--- config.mk ---
export PLATFORM = sky130hd
export DESIGN_NAME = parity_tally_unit
export DESIGN_NICKNAME = d
export VERILOG_FILES = /design/src/rtl/ptu_pkg.sv /design/src/rtl/ptu_mismatch.sv /design/src/rtl/ptu_accum.sv /design/src/rtl/parity_tally_unit.sv
export SDC_FILE = /design/constraint.sdc
export NUM_CORES = 1
export LEC_CHECK = 0
export BUFFER_PORTS_ARGS = -buffer_cell sky130_fd_sc_hd__buf_2
export CORE_MARGIN = 5
export CORE_UTILIZATION = 52
export CTS_BUF_LIST = sky130_fd_sc_hd__clkbuf_8 sky130_fd_sc_hd__clkbuf_16
export DETAILED_ROUTE_END_ITERATION = 6
export PLACE_DENSITY = 0.81
export SYNTH_ARGS = -nofsm -noshare
export SYNTH_HDL_FRONTEND = slang
export SYNTH_SLANG_ARGS = --single-unit
--- constraint.sdc ---
create_clock -name clk -period 3.65 [get_ports clk]
set_input_delay 0.365 -clock clk [delete_from_list [all_inputs] [get_ports clk]]
set_output_delay 0.365 -clock clk [all_outputs]
set_load 0.02 [all_outputs]
--- src/rtl/ptu_pkg.sv ---
package ptu_pkg;
  localparam int PTU_BYTE_W       = 8;
  localparam int PTU_NARROW_BYTES = 3;
  localparam int PTU_WIDE_BYTES   = 12;

  typedef enum logic {
    TALLY_PER_BIT   = 1'b0,
    TALLY_PER_FRAME = 1'b1
  } tally_mode_e;
endpackage

--- src/rtl/ptu_mismatch.sv ---
module ptu_mismatch
  import ptu_pkg::*;
#(
  parameter int NUM_BYTES = PTU_WIDE_BYTES,
  parameter int INC_W     = $clog2(NUM_BYTES*PTU_BYTE_W+1)
) (
  input  logic                          clk,
  input  logic                          rst_n,
  input  logic                          frame_stb,
  input  logic                          wide_sel,
  input  logic                          per_frame_mode,
  input  logic [NUM_BYTES*PTU_BYTE_W-1:0] rx_par,
  input  logic [NUM_BYTES*PTU_BYTE_W-1:0] calc_par,
  output logic                          inc_valid,
  output logic [INC_W-1:0]              inc_val
);
  localparam int TOT_BITS = NUM_BYTES*PTU_BYTE_W;

  logic [TOT_BITS-1:0] diff_masked;
  logic [INC_W-1:0]    ones;
  logic [INC_W-1:0]    inc_nxt;
  logic                valid_nxt;
  tally_mode_e         mode;

  assign mode = tally_mode_e'(per_frame_mode);

  // per-byte enable: narrow window keeps only the low bytes
  for (genvar b = 0; b < NUM_BYTES; b++) begin : g_byte
    logic byte_en;
    assign byte_en = wide_sel || (b < PTU_NARROW_BYTES);
    assign diff_masked[b*PTU_BYTE_W +: PTU_BYTE_W] =
      (rx_par[b*PTU_BYTE_W +: PTU_BYTE_W] ^ calc_par[b*PTU_BYTE_W +: PTU_BYTE_W])
      & {PTU_BYTE_W{byte_en}};
  end

  always_comb begin
    ones = '0;
    for (int i = 0; i < TOT_BITS; i++) begin
      ones = ones + INC_W'(diff_masked[i]);
    end
  end

  always_comb begin
    valid_nxt = frame_stb;
    inc_nxt   = '0;
    if (frame_stb) begin
      if (mode == TALLY_PER_FRAME) inc_nxt = INC_W'(|diff_masked);
      else                         inc_nxt = ones;
    end
  end

  always_ff @(posedge clk or negedge rst_n) begin
    if (!rst_n) begin
      inc_valid <= 1'b0;
      inc_val   <= '0;
    end else begin
      inc_valid <= valid_nxt;
      inc_val   <= inc_nxt;
    end
  end

  AST_IDLE_ZERO: assert property (@(posedge clk) disable iff (!rst_n)
    !inc_valid |-> inc_val == '0);
  AST_FRAME_AT_MOST_ONE: assert property (@(posedge clk) disable iff (!rst_n)
    $past(frame_stb && per_frame_mode) |-> inc_val <= INC_W'(1));
  AST_BIT_BOUND: assert property (@(posedge clk) disable iff (!rst_n)
    inc_valid |-> inc_val <= INC_W'(TOT_BITS));
  AST_NARROW_BOUND: assert property (@(posedge clk) disable iff (!rst_n)
    $past(frame_stb && !wide_sel) |-> inc_val <= INC_W'(PTU_NARROW_BYTES*PTU_BYTE_W));
endmodule

--- src/rtl/ptu_accum.sv ---
module ptu_accum #(
  parameter int CNT_W = 32,
  parameter int INC_W = 7
) (
  input  logic             clk,
  input  logic             rst_n,
  input  logic             inc_valid,
  input  logic [INC_W-1:0] inc_val,
  input  logic             rd_clr,
  output logic [CNT_W-1:0] err_count,
  output logic [CNT_W-1:0] err_snapshot
);
  localparam logic [CNT_W:0] SAT_MAX = {1'b0, {CNT_W{1'b1}}};

  logic [CNT_W:0]   base;
  logic [CNT_W:0]   sum;
  logic [CNT_W-1:0] cnt_nxt;
  logic             cnt_en;
  logic             snap_en;

  always_comb begin
    snap_en = rd_clr;
    cnt_en  = rd_clr || inc_valid;
    base    = rd_clr ? '0 : {1'b0, err_count};
    sum     = base + (inc_valid ? (CNT_W+1)'(inc_val) : '0);
    cnt_nxt = (sum > SAT_MAX) ? {CNT_W{1'b1}} : sum[CNT_W-1:0];
  end

  always_ff @(posedge clk or negedge rst_n) begin
    if (!rst_n) begin
      err_count <= '0;
    end else if (cnt_en) begin
      err_count <= cnt_nxt;
    end
  end

  always_ff @(posedge clk or negedge rst_n) begin
    if (!rst_n) begin
      err_snapshot <= '0;
    end else if (snap_en) begin
      err_snapshot <= err_count;
    end
  end

  AST_NO_DECREASE: assert property (@(posedge clk) disable iff (!rst_n)
    !$past(rd_clr) |-> err_count >= $past(err_count));
  AST_SNAP_COPY: assert property (@(posedge clk) disable iff (!rst_n)
    $past(rd_clr) |-> err_snapshot == $past(err_count));
  AST_HOLD_NO_INC: assert property (@(posedge clk) disable iff (!rst_n)
    $past(!rd_clr && !inc_valid) |-> $stable(err_count));
endmodule

--- src/rtl/parity_tally_unit.sv ---
module parity_tally_unit
  import ptu_pkg::*;
#(
  parameter int CNT_W = 32
) (
  input  logic                                    clk,
  input  logic                                    rst_n,
  input  logic                                    frame_stb,
  input  logic                                    wide_sel,
  input  logic                                    per_frame_mode,
  input  logic [PTU_WIDE_BYTES*PTU_BYTE_W-1:0]    rx_par,
  input  logic [PTU_WIDE_BYTES*PTU_BYTE_W-1:0]    calc_par,
  input  logic                                    rd_clr,
  output logic                                    inc_valid,
  output logic [$clog2(PTU_WIDE_BYTES*PTU_BYTE_W+1)-1:0] inc_val,
  output logic [CNT_W-1:0]                        err_count,
  output logic [CNT_W-1:0]                        err_snapshot
);
  localparam int INC_W = $clog2(PTU_WIDE_BYTES*PTU_BYTE_W+1);

  ptu_mismatch #(.NUM_BYTES(PTU_WIDE_BYTES), .INC_W(INC_W)) u_mismatch (
    .clk            (clk),
    .rst_n          (rst_n),
    .frame_stb      (frame_stb),
    .wide_sel       (wide_sel),
    .per_frame_mode (per_frame_mode),
    .rx_par         (rx_par),
    .calc_par       (calc_par),
    .inc_valid      (inc_valid),
    .inc_val        (inc_val)
  );

  ptu_accum #(.CNT_W(CNT_W), .INC_W(INC_W)) u_accum (
    .clk          (clk),
    .rst_n        (rst_n),
    .inc_valid    (inc_valid),
    .inc_val      (inc_val),
    .rd_clr       (rd_clr),
    .err_count    (err_count),
    .err_snapshot (err_snapshot)
  );

  AST_VALID_ONE_CLOCK: assert property (@(posedge clk) disable iff (!rst_n)
    inc_valid |-> $past(frame_stb));
endmodule

* After elaboration in Yosys (flattened, before gate mapping) *
Cells that the tools add are included.

word-level totals
  input bits = 198
  register bits = 72
  output and inout bits = 72

cells by class
  magnitude comparators = 1
  $add $sub $neg = 96
  reductions and logical operators = 2
  bitwise gates (word level) = 21
  multiplexer cells = 5

operators by type and width
  operator                                                                 count
  7-bit by 1-bit adder with 7-bit output                                   94
  96-bit OR reduction                                                      1
  8-bit bitwise XOR                                                        12
  8-bit AND                                                                9
  32-bit two-way mux                                                       2
  33-bit adder                                                             1
  33-bit by 32-bit > comparator with 1-bit output (second input constant)  1
  7-bit two-way mux                                                        3
  1-bit by 1-bit adder with 2-bit output                                   1
  1-bit logical OR                                                         1

* Depth between registers and ports, before layout *
Gate-level depths: netlist (run 1).

  depth in word-level cells = 98
  depth in mapped cells = 26
  mapped depth without buffers = 25

* Cells and area by module *
A second synthesis (run 1) with hierarchy kept.

second synthesis, totals
  cell total of the unflattened synthesis = 749
  area total of the unflattened synthesis = 7405.9 um2

by module, submodules not included
  module        area an instance (um2)  cells an instance  sequential area each (um2)  instances
  ptu_mismatch  4052.6                  436                200.2                       1
  ptu_accum     3353.2                  313                1601.5                      1

* Least setup slack after synthesis (run 1) *
No wires, ideal clock.

  path type = in2reg
  start point = input port wide_sel
  end point = register u_mismatch.inc_val[6]
  library setup time = 0.127 ns
  data arrival time = 7.250 ns
  buffers on the path = 2
  path slack = -3.728 ns
  stages on the path = 24
  data required time = 3.523 ns
  cell sequence = clkbuf_1 -> clkbuf_1 -> nand2_1 -> fa_1 -> fa_1 -> inv_1 -> fa_1 -> inv_1 -> fa_1 -> fa_1 -> inv_1 -> fa_1 -> fa_1 -> inv_1 -> fa_1 -> fa_1 -> fa_1 -> fa_1 -> nor2b_1 -> o21ai_0 -> a21oi_1 -> o21ai_0 -> a21boi_0 -> nor3_1

on the way
  longest elaborated chain between the ends = 75
  elaborated cells on any way between the ends = 83
  classes of those cells = add/sub: 72; mux: 2; bitwise: 9

RTL lines
  what                                                   line                    text
  start: declaration                                     parity_tally_unit.sv:9  input logic wide_sel,
  8-bit AND                                              ptu_mismatch.sv:33      & {PTU_BYTE_W{byte_en}};
  7-bit by 1-bit adder with 7-bit output (71 in series)  ptu_mismatch.sv:39      ones = ones + INC_W'(diff_masked[i]);
  7-bit by 1-bit adder with 7-bit output (*)             ptu_mismatch.sv:39
  7-bit two-way mux (*)                                  ptu_mismatch.sv:47      if (mode == TALLY_PER_FRAME) inc_nxt = INC_W'(|diff_masked);
  7-bit two-way mux (*)                                  ptu_mismatch.sv:46      if (frame_stb) begin
  net u_mismatch.inc_nxt[6]                              ptu_mismatch.sv:21      logic [INC_W-1:0] inc_nxt;
  end signal: assignment                                 ptu_mismatch.sv:58      inc_val <= inc_nxt;
  end: declaration                                       ptu_mismatch.sv:15      output logic [INC_W-1:0] inc_val

Mark *: on every way through the listed nets, which the timed path passes. The rest lies on a longest branch.
A chain may end at the register's enable or synchronous reset.

* Worst setup path after layout (run 1) *
  start point = input port calc_par[58]
  end point = register u_mismatch.inc_val[6]

on the way
  longest elaborated chain between the ends = 42

RTL lines
  what                                                   line                     text
  start: declaration                                     parity_tally_unit.sv:12  input logic [PTU_WIDE_BYTES*PTU_BYTE_W-1:0] calc_par,
  8-bit bitwise XOR                                      ptu_mismatch.sv:32       (rx_par[b*PTU_BYTE_W +: PTU_BYTE_W] ^ calc_par[b*PTU_BYTE_W +: PTU_BYTE_W])
  8-bit AND                                              ptu_mismatch.sv:33
  7-bit by 1-bit adder with 7-bit output (38 in series)  ptu_mismatch.sv:39
  7-bit two-way mux                                      ptu_mismatch.sv:47
  7-bit two-way mux                                      ptu_mismatch.sv:46
  net u_mismatch.inc_nxt[6]                              ptu_mismatch.sv:21

The timed path passes the listed nets, and every way through them passes these cells.

==> results of run 1 <==
-- per-stage QoR --
stage	setup TNS (ns)	worst slack (ns)	area (um2)	std cells
floorplan	-19.73	-3.21	7530	770
global placement	-21.65	-3.45	9420	1255
detailed placement	-22.36	-3.57	9420	1255
CTS	-19.72	-3.16	9860	1274
global route	-21.20	-3.37	10100	1286
finish	-19.97	-3.17	10100	1286
-- registers in the layout, summed over array words and instances (netlist names) --
| signal | flops |
|---|---|
| u_accum.err_count | 32 |
| u_mismatch.inc_val | 7 |
| u_mismatch.inc_valid | 1 |
| u_accum.err_snapshot | 32 |
-- per-layer routing --
metal  part of all wire [%]  up-vias
met1                     34     3380
met5                      0        -
li1                       -     3194
met3                    7.2       74
met2                     55      340
met4                    4.0        0
-- worst max-delay path by stage --
stage                      start                     to  slack (ns)  cells past startpoint
detailed placement      wide_sel  u_mismatch.inc_val[6]       -3.57                     24
global placement    calc_par[72]  u_mismatch.inc_val[6]       -3.45                     24
floorplan               wide_sel  u_mismatch.inc_val[6]       -3.21                     25
global route        calc_par[58]  u_mismatch.inc_val[6]       -3.37                     24
finish              calc_par[58]  u_mismatch.inc_val[6]       -3.17                     24
CTS                   rx_par[82]  u_mismatch.inc_val[6]       -3.16                     24
-- layout make-up --
type                       instances  area, um2
clock buffer                      10        239
clock inverter                     5       26.3
fill                            1054       3870
inverter                         108        405
multi-input combinational        563       5320
sequential                        72       1800
tap                              180        225
timing repair buffer             348       2110
-- synth_stat cells, drive strengths merged (11+ instances only) --
library cell | count | area (um2)
mux2 | 32 | 360
nand3 | 15 | 87.6
a31oi | 15 | 93.8
ha | 27 | 338
nand2 | 65 | 244
o21ai | 12 | 60.1
xor2 | 82 | 718
clkbuf | 19 | 72.6
xnor2 | 19 | 166
nor4 | 27 | 184
fa | 86 | 1720
dfrtp | 72 | 1800
nand4 | 13 | 81.3
inv | 108 | 405
nor2 | 29 | 109
nor3 | 19 | 95.1
nor2b | 11 | 68.8
and2 | 39 | 244
-- critical path, cell delays in order --
cell	delay (ns)
buf_2	0.10
xor2_1	0.27
nand2_1	0.15
fa_1	0.52
fa_1	0.56
inv_2	0.04
fa_2	0.52
inv_2	0.04
fa_1	0.44
fa_1	0.51
inv_2	0.05
fa_1	0.49
fa_1	0.49
inv_1	0.05
fa_1	0.49
fa_1	0.43
fa_2	0.38
fa_2	0.42
nor2b_4	0.13
o21ai_2	0.07
a21oi_2	0.15
o21ai_1	0.08
nor3b_2	0.15
nor3_1	0.16
-- kinds of logic (layout without fill, tap and decap cells) --
logic type / Yosys count / count (layout)
and+or+nand+nor: 249 / 249
buffers and inverters: 135 / 471
adders and majority gates: 113 / 113
xor gates and xnor gates: 101 / 101
DFF: 72 / 72
AOI/OAI and AO/OA: 68 / 68
muxes: 32 / 32
-- timing repair --
item	in CTS	in global routing
endpoints found under the setup margin	7	7
setup buffers	1	10
cloned	3	2
resized for setup	21	36
pin swaps	37	33
==> results.md, run 1 <==
- Worst path required time: 3.90 ns
- Vias in the first global route: 7372
- Rel. slew slack: 41.1%
- Initial core utilization: 53.3%
- Initial DRC count: 482
- ANT cells: 0
- Post-Synthesis Cells: 770
- Pin count of the biggest net entering global routing: 73
- YS warnings: 0
- Routed Antenna Nets: 0
- Core Rows: 43
- DRC Markers: 0
- Final Cycle Share: 187%
- Global-route wire length before repair: 34000 um
- Asr flop ratio synth: 100%
- Vias per inst: 5.43
- Reg2reg end: u_accum.err_count[21]
- Compound-Gate Fraction of Synth Area: 6.17%
- Met1 Usage GRT: 27.5%
- Routability congestion estimate: 0.976
- Largest family of logic cells by synthesized area: adder cells
- Most frequent cells in the layout: buf_2 (262), inv_1 (98), fa_1 (81), buf_4 (73), dfrtp_1 (72)
- Final Hold Viols: 0
- Worst Setup Start Kind: input port
- Unique masters post-synth: 58
- Max Cap Viol: 0
- Syn Nets: 1081
- Routed vias: 6988
- CP Class: in2reg
- All-layer global routing usage: 25.8%
- Failing checks: setup timing
- Full die area: 0.0168 mm2
- M3 GR Usage: 3.52%
- Synthesized area: 0.00746 mm2
- Worst-path maximum fanout: 2
- Area delta synth->final: 35.6%
- Final WL: 22800 um
- Clk buf depth: 2
- Most common cell after layout, fill and taps aside: buf_2
- CTS H-tree lvls: 3
- R2r worst-path depth: 10
- Io pins: 270
- Clk_lat worst skew: 0.34 ns
- Worst Hold Class: in2async
- Mapped Avg Cell Area: 9.69 um2
- Total CTS buffers: 9
- RSZ-0062 raised after global routing: yes
- Drt first pass iters: 5
- Adder-cell share of the synthesized area: 27.6%
- Final #Nets: 1413
- Minimum clock period: 6.82 ns
- Yosys reg bits: 72
- CTS tree: done
- Arrival @ worst endpoint: 7.07 ns
- CTS sink count: 72
- Grt total ovfl: 0
- DIE WIDTH: 130 um
- Setup crit end kind: register
- Setup Skew: 0.00460 ns
- Hold Buf Count CTS: 0
- Met2 Resource Use GR: 50.8%
- R2R Setup Slk: 0.39 ns
- Worst Max-Slew Pin Slew: 0.883 ns
- Pins Over Slew Limit: 0
- Clock transition at path regs: 0.05 ns
- Total core area: 0.0140 mm2
- Post-synth EDFFs: 0
- Wire per inst: 17.7 um
- Xor and xnor area share after synthesis: 11.9%
- Register area share after synthesis: 24.1%
- Mux contribution to synthesized area: 4.83%
- Port Buffers: 269
- Main synth FF type: dfrtp_1
- # setup viols final: 7
- Simple-gate area share of the yosys netlist: 18.3%
- CTS root buffer: clkbuf_16
- Reg2reg start: u_mismatch.inc_valid
- Max Clock Freq: 147 MHz
- Fin worst setup slack: -3.17 ns
- Status: finished, violations left
- Finished Core Util: 72.3%
- Initial antenna violation count: 0
- Hold slack final: 0.142 ns
- Layout cells sized above 1: 40.2%
- HPWL Detailed: 17600 um
- Die Height: 130 um
- Busiest layer in global routing: met2
Power of run 1 is not shown: default switching activity piles up to over one toggle a cycle in this logic, so the estimate is an artifact.
==> run 2: changes to the inputs <==
--- a/config.mk
+++ b/config.mk
@@ -10,6 +10,7 @@
 export CORE_UTILIZATION = 52
 export CTS_BUF_LIST = sky130_fd_sc_hd__clkbuf_8 sky130_fd_sc_hd__clkbuf_16
 export DETAILED_ROUTE_END_ITERATION = 6
+export HOLD_SLACK_MARGIN = 0.15
 export PLACE_DENSITY = 0.81
 export SYNTH_ARGS = -nofsm -noshare
 export SYNTH_HDL_FRONTEND = slang
==> constraint.sdc (replaced) <==
create_clock -name clk -period 3.65 [get_ports clk]
set_input_delay 0.73 -clock clk [delete_from_list [all_inputs] [get_ports clk]]
set_output_delay 0.73 -clock clk [all_outputs]
set_load 0.02 [all_outputs]
==> run 2 against run 1 <==
The flow still finishes with violations (setup timing). Wire length is 3.1% higher. Maximum frequency decreased by 5.8%. Non-clock buffer count stayed put. Critical endpoint is now u_mismatch.inc_val[4]. Die area unchanged. First-iteration DRC count decreased by 1.9%. Critical path type unchanged. Global-route usage is 0.094 points higher. Setup slack got worse by 0.42 ns. Sequential share of layout area is 0.15 points lower.
==> results.md, run 2 (synthesis results as in run 1) <==
- Status: finished, violations left (unchanged)
- Failing checks: setup timing (unchanged)
- Sequential cell area: 0.00180 mm2 (unchanged)
- Pin count of the biggest net entering global routing: 73 (unchanged)
- Io pins: 270 (unchanged)
- All-layer global routing usage: 25.9% (was 25.8%)
- Full die area: 0.0168 mm2 (unchanged)
- Arrival @ worst endpoint: 7.46 ns (was 7.07 ns)
- Total core area: 0.0140 mm2 (unchanged)
- Worst Max-Slew Pin Slew: 0.891 ns (was 0.883 ns)
- DIE WIDTH: 130 um (unchanged)
- Most common cell after layout, fill and taps aside: buf_2 (unchanged)
- # setup viols final: 7 (unchanged)
- Max Clock Freq: 138 MHz (was 147 MHz)
- Initial core utilization: 53.3% (unchanged)
- Clk buf depth: 2 (unchanged)
- ANT cells: 0 (unchanged)
- Layout cells sized above 1: 40.8% (was 40.2%)
- Routed Antenna Nets: 0 (unchanged)
- Final Cycle Share: 198% (was 187%)
- Clock transition at path regs: 0.06 ns (was 0.05 ns)
- Placed Instances: 1257 (was 1255)
- Core Rows: 43 (unchanged)
- Final WL: 23500 um (was 22800 um)
- CTS root buffer: clkbuf_16 (unchanged)
- Clk_lat worst skew: 0.34 ns (about the same)
- Initial antenna violation count: 0 (unchanged)
- Filler cell count in the final layout: 990 (was 1054)
- Most frequent cells in the layout: buf_2 (264), inv_1 (100), fa_1 (79), dfrtp_1 (72), buf_4 (71) (was buf_2 (262), inv_1 (98), fa_1 (81), buf_4 (73), dfrtp_1 (72))
- Max Cap Viol: 0 (unchanged)
- Multi-input gate area: 0.00536 mm2 (was 0.00532 mm2)
- CTS tree: done (unchanged)
- Worst path required time: 3.87 ns (was 3.90 ns)
- Routed vias: 7060 (was 6988)
- Port Buffers: 269 (unchanged)
- Setup crit end kind: register (unchanged)
- Fin cells: 1287 (was 1286)
- Wire per inst: 18.3 um (was 17.7 um)
- Vias in the first global route: 7380 (was 7372)
- Fin worst setup slack: -3.59 ns (was -3.17 ns)
- CP Class: in2reg (unchanged)
- Area delta synth->final: 36.8% (was 35.6%)
- CTS H-tree lvls: 3 (unchanged)
- CTS sink count: 72 (unchanged)
- Drt first pass iters: 5 (unchanged)
- Routability congestion estimate: 0.915 (was 0.976)
- Final #Nets: 1413 (unchanged)
- Final Hold Viols: 0 (unchanged)
- Setup Skew: 0.00473 ns (was 0.00460 ns)
- Grt total ovfl: 0 (unchanged)
- Top Registers: u_accum.err_count: 32 flops, u_accum.err_snapshot: 32 flops, u_mismatch.inc_val: 7 flops (unchanged)
- Worst Hold Class: reg2reg (was in2async)
- Rel. slew slack: 40.6% (was 41.1%)
- Minimum clock period: 7.24 ns (was 6.82 ns)
- RSZ-0062 raised after global routing: yes (unchanged)
- Total CTS buffers: 9 (unchanged)
- Worst-path maximum fanout: 2 (unchanged)
- Die Height: 130 um (unchanged)
- Global-route wire length before repair: 34400 um (was 34000 um)
- Worst Setup Start Kind: input port (unchanged)
- HPWL Detailed: 17700 um (was 17600 um)
- Vias per inst: 5.49 (was 5.43)
- DRC Markers: 0 (unchanged)
- Initial DRC count: 473 (was 482)
- Pins Over Slew Limit: 0 (unchanged)
[run 2: worst paths after layout]
check / slack, ns / endpoint / depth (start not counted) / startpoint
setup / recovery: -3.59 / u_mismatch.inc_val[4] / 25 / calc_par[44]
hold / removal: 0.50 / u_accum.err_snapshot[27] / 1 / u_accum.err_snapshot[27]
setup reg to reg: 0.56 / u_accum.err_count[25] / 10 / u_mismatch.inc_valid
hold reg to reg: 0.50 / u_accum.err_snapshot[27] / 1 / u_accum.err_snapshot[27]
max in group asynchronous: 2.55 / u_accum.err_snapshot[19] / 1 / rst_n
min in group asynchronous: 0.51 / u_accum.err_snapshot[28] / 1 / rst_n
[run 2: critical path, stage by stage]
cell,delay (ns)
buf_2,0.12
xor2_2,0.22
nand2_2,0.09
fa_1,0.61
inv_2,0.06
fa_2,0.56
inv_1,0.07
fa_1,0.49
inv_1,0.05
fa_1,0.46
fa_1,0.52
fa_2,0.45
fa_1,0.51
inv_2,0.04
fa_1,0.51
fa_1,0.45
fa_2,0.39
fa_2,0.43
nor2b_4,0.13
o21ai_2,0.07
a21oi_2,0.17
buf_4,0.13
buf_4,0.09
buf_6,0.08
nor3_2,0.03
[run 2: layout make-up]
class | instances | area share (%)
clock buffer | 9 | 2.21
clock inverter | 7 | 1.09
inverter | 108 | 3.97
multi-input combinational | 563 | 52.5
sequential | 72 | 17.6
tap | 180 | 2.21
timing repair buffer | 348 | 20.3
[run 2: repair_timing]
action | CTS | global route
buffers inserted | 6 | 5
endpoints found under the setup margin | 7 | 7
gates cloned | 2 | 1
gates resized for setup | 20 | 44
hold buffers | 0 | 0
pin swaps | 37 | 40
[run 2: per-stage QoR]
stage          TNS, ns  setup slack (ns)  hold slack, ns  instance area [um2]  utilization [%]
2_1_floorplan   -22.29             -3.57           0.434                 7530                -
3_3_place_gp    -24.23             -3.82           0.484                 9450             67.5
3_5_place_dp    -25.06             -3.95           0.491                 9450             67.5
4_1_cts         -22.43             -3.51           0.502                 9950             71.2
5_1_grt         -24.28             -3.80           0.506                10200             73.0
6_report        -22.67             -3.59           0.496                10200             73.0
[run 2: layer usage]
| metal | vias up | track usage (%) | share of wire (%) |
|---|---|---|---|
| li1 | 3188 | - | - |
| met1 | 3438 | 28.8 | 34 |
| met2 | 342 | 49.1 | 55 |
| met3 | 92 | 3.11 | 6.5 |
| met4 | 0 | 11.9 | 4.8 |
| met5 | - | 0 | 0 |
Power of run 2 is left out for the same reason.
==> run 3: changes to the inputs <==
--- a/config.mk
+++ b/config.mk
@@ -11,6 +11,7 @@
 export CTS_BUF_LIST = sky130_fd_sc_hd__clkbuf_8 sky130_fd_sc_hd__clkbuf_16
 export DETAILED_ROUTE_END_ITERATION = 6
 export HOLD_SLACK_MARGIN = 0.15
+export MAX_ROUTING_LAYER = met4
 export PLACE_DENSITY = 0.81
 export SYNTH_ARGS = -nofsm -noshare
 export SYNTH_HDL_FRONTEND = slang
==> run 3 against run 2 <==
The run still ends with setup timing left. Critical path depth increased by 1. Via count is 0.44% lower. Setup slack got worse by 0.026 ns. Cell count is the same. Clock skew shrank 0.00064 ns. Worst hold slack better by 0.0015 ns. Maximum frequency fell by 0.36%. Register-to-register slack got worse by 0.10 ns. First-iteration DRC count up 6.1%. Clock-buffer cell count increased by 2. Flip-flop and latch count unchanged. Critical path type unchanged.
==> results.md, run 3 (synthesis results as in run 1) <==
- Multi-input gate area: 0.00528 mm2 (was 0.00536 mm2)
- Hold slack final: 0.498 ns (was 0.496 ns)
- HPWL Detailed: 17600 um (was 17700 um)
- Rel. slew slack: 42.0% (was 40.6%)
- Fin worst setup slack: -3.62 ns (was -3.59 ns)
- CTS H-tree lvls: 3 (unchanged)
- Most frequent cells in the layout: buf_2 (265), inv_1 (103), fa_1 (82), xor2_1 (72), dfrtp_1 (72) (was buf_2 (264), inv_1 (100), fa_1 (79), dfrtp_1 (72), buf_4 (71))
- Routability congestion estimate: 0.935 (was 0.915)
- Worst Hold Depth: 1 (unchanged)
- CP delay by family, top: adder cells (unchanged)
- Max Cap Viol: 0 (unchanged)
- Reg2reg start: u_mismatch.inc_valid (unchanged)
- Filler cell count in the final layout: 968 (was 990)
- Failing checks: setup timing (unchanged)
- Routed vias: 7029 (was 7060)
- Most used cell, CP: fa_1 (unchanged)
- DIE WIDTH: 130 um (unchanged)
- CTS root buffer: clkbuf_16 (unchanged)
- Hold Buf Count CTS: 0 (unchanged)
- Initial core utilization: 53.3% (unchanged)
- Arrival @ worst endpoint: 7.48 ns (was 7.46 ns)
- Setup crit end kind: register (unchanged)
- Initial DRC count: 502 (was 473)
- Reg2reg end: u_accum.err_count[25] (unchanged)
- ANT cells: 0 (unchanged)
- Setup Skew: 0.00409 ns (was 0.00473 ns)
- Worst Max-Slew Pin Slew: 0.870 ns (was 0.891 ns)
- Status: finished, violations left (unchanged)
- Drt first pass iters: 5 (unchanged)
- Crit-path max cell delay: 0.58 ns (was 0.61 ns)
- Clk buf depth: 2 (unchanged)
- Final Cycle Share: 199% (was 198%)
- Top Registers: u_accum.err_count: 32 flops, u_accum.err_snapshot: 32 flops, u_mismatch.inc_val: 7 flops (unchanged)
- DRC Markers: 0 (unchanged)
- All-layer global routing usage: 27.3% (was 25.9%)
- Final WL: 23400 um (was 23500 um)
- Global-route wire length before repair: 34800 um (was 34400 um)
- Worst path required time: 3.86 ns (was 3.87 ns)
- Port Buffers: 269 (unchanged)
- Routed Antenna Nets: 0 (unchanged)
- Vias per inst: 5.46 (was 5.49)
- Layout cells sized above 1: 39.0% (was 40.8%)
- Minimum clock period: 7.27 ns (was 7.24 ns)
- Most common cell after layout, fill and taps aside: buf_2 (unchanged)
- Clock transition at path regs: 0.05 ns (was 0.06 ns)
- Worst Hold Class: reg2reg (unchanged)
- # setup viols final: 7 (unchanged)
- R2R Setup Slk: 0.46 ns (was 0.56 ns)
- Clk_lat worst skew: 0.33 ns (was 0.34 ns)
- RSZ-0062 raised after global routing: yes (unchanged)
- Max Clock Freq: 138 MHz (about the same)
- Worst Setup Start Kind: input port (unchanged)
- CTS sink count: 72 (unchanged)
- CP Class: in2reg (unchanged)
- Full die area: 0.0168 mm2 (unchanged)
- Die Height: 130 um (unchanged)
- Worst Hold Path EP: u_accum.err_snapshot[15] (was u_accum.err_snapshot[27])
- Area delta synth->final: 36.0% (was 36.8%)
- Crit path buffers/inverters: 11 (was 8)
- Total CTS buffers: 9 (unchanged)
- Worst Min Path Start: u_accum.err_snapshot[15] (was u_accum.err_snapshot[27])
- CP max-delay cell: fa_2 (was fa_1)
- R2r worst-path depth: 10 (unchanged)
- Final #Nets: 1414 (was 1413)
- Io pins: 270 (unchanged)
- Core Rows: 43 (unchanged)
- Grt total ovfl: 0 (unchanged)
- Vias in the first global route: 7382 (was 7380)
- Wire per inst: 18.2 um (was 18.3 um)
- Pin count of the biggest net entering global routing: 73 (unchanged)
- Pins Over Slew Limit: 0 (unchanged)
- Initial antenna violation count: 0 (unchanged)
- Sequential cell area: 0.00180 mm2 (unchanged)
- Total core area: 0.0140 mm2 (unchanged)
- CTS tree: done (unchanged)
- Final Hold Viols: 0 (unchanged)
- Worst-path maximum fanout: 2 (unchanged)
[run 3: timing repair]
item / CTS / global route
buffers inserted: 9 / 4
gates resized for setup: 22 / 18
pin swaps: 34 / 20
gates cloned: 3 / 1
endpoints found under the setup margin: 7 / 7
[run 3: cell type report]
cell class,instances,area share [%]
multi-input cells,563,52.0
repair buffers,349,20.8
flip-flops and latches,72,17.8
inverters,108,4.00
clock buffers,11,2.49
well taps,180,2.22
clock inverters,4,0.678
[run 3: metal layers]
metal  wire (um)  up-vias  global-route usage, %
met3        1620       96                   3.07
li1            -     3204                      -
met2       12700      377                   51.2
met1        7820     3352                   28.8
met5           0        -                      -
met4        1300        0                   11.9
[run 3: through the flow]
| stage | util, % | TNS, ns | instance area, um2 | setup slack [ns] | std cells |
|---|---|---|---|---|---|
| after detailed placement | 67.5 | -24.94 | 9440 | -3.95 | 1256 |
| after floorplan | - | -22.29 | 7530 | -3.57 | 770 |
| after global routing | 72.5 | -24.83 | 10100 | -3.83 | 1287 |
| after global placement | 67.5 | -24.18 | 9440 | -3.81 | 1256 |
| final | 72.5 | -23.22 | 10100 | -3.62 | 1287 |
| after CTS | 71.6 | -22.48 | 10000 | -3.50 | 1283 |
[run 3: worst max path at each step]
stage | startpoint | depth (start not counted) | endpoint
4_1_cts | wide_sel | 25 | u_mismatch.inc_val[6]
2_1_floorplan | wide_sel | 25 | u_mismatch.inc_val[6]
5_1_grt | calc_par[66] | 26 | u_mismatch.inc_val[2]
6_report | rx_par[66] | 26 | u_mismatch.inc_val[2]
3_3_place_gp | calc_par[0] | 23 | u_mismatch.inc_val[6]
3_5_place_dp | calc_par[72] | 24 | u_mismatch.inc_val[6]
Power of run 3 is left out for the same reason.
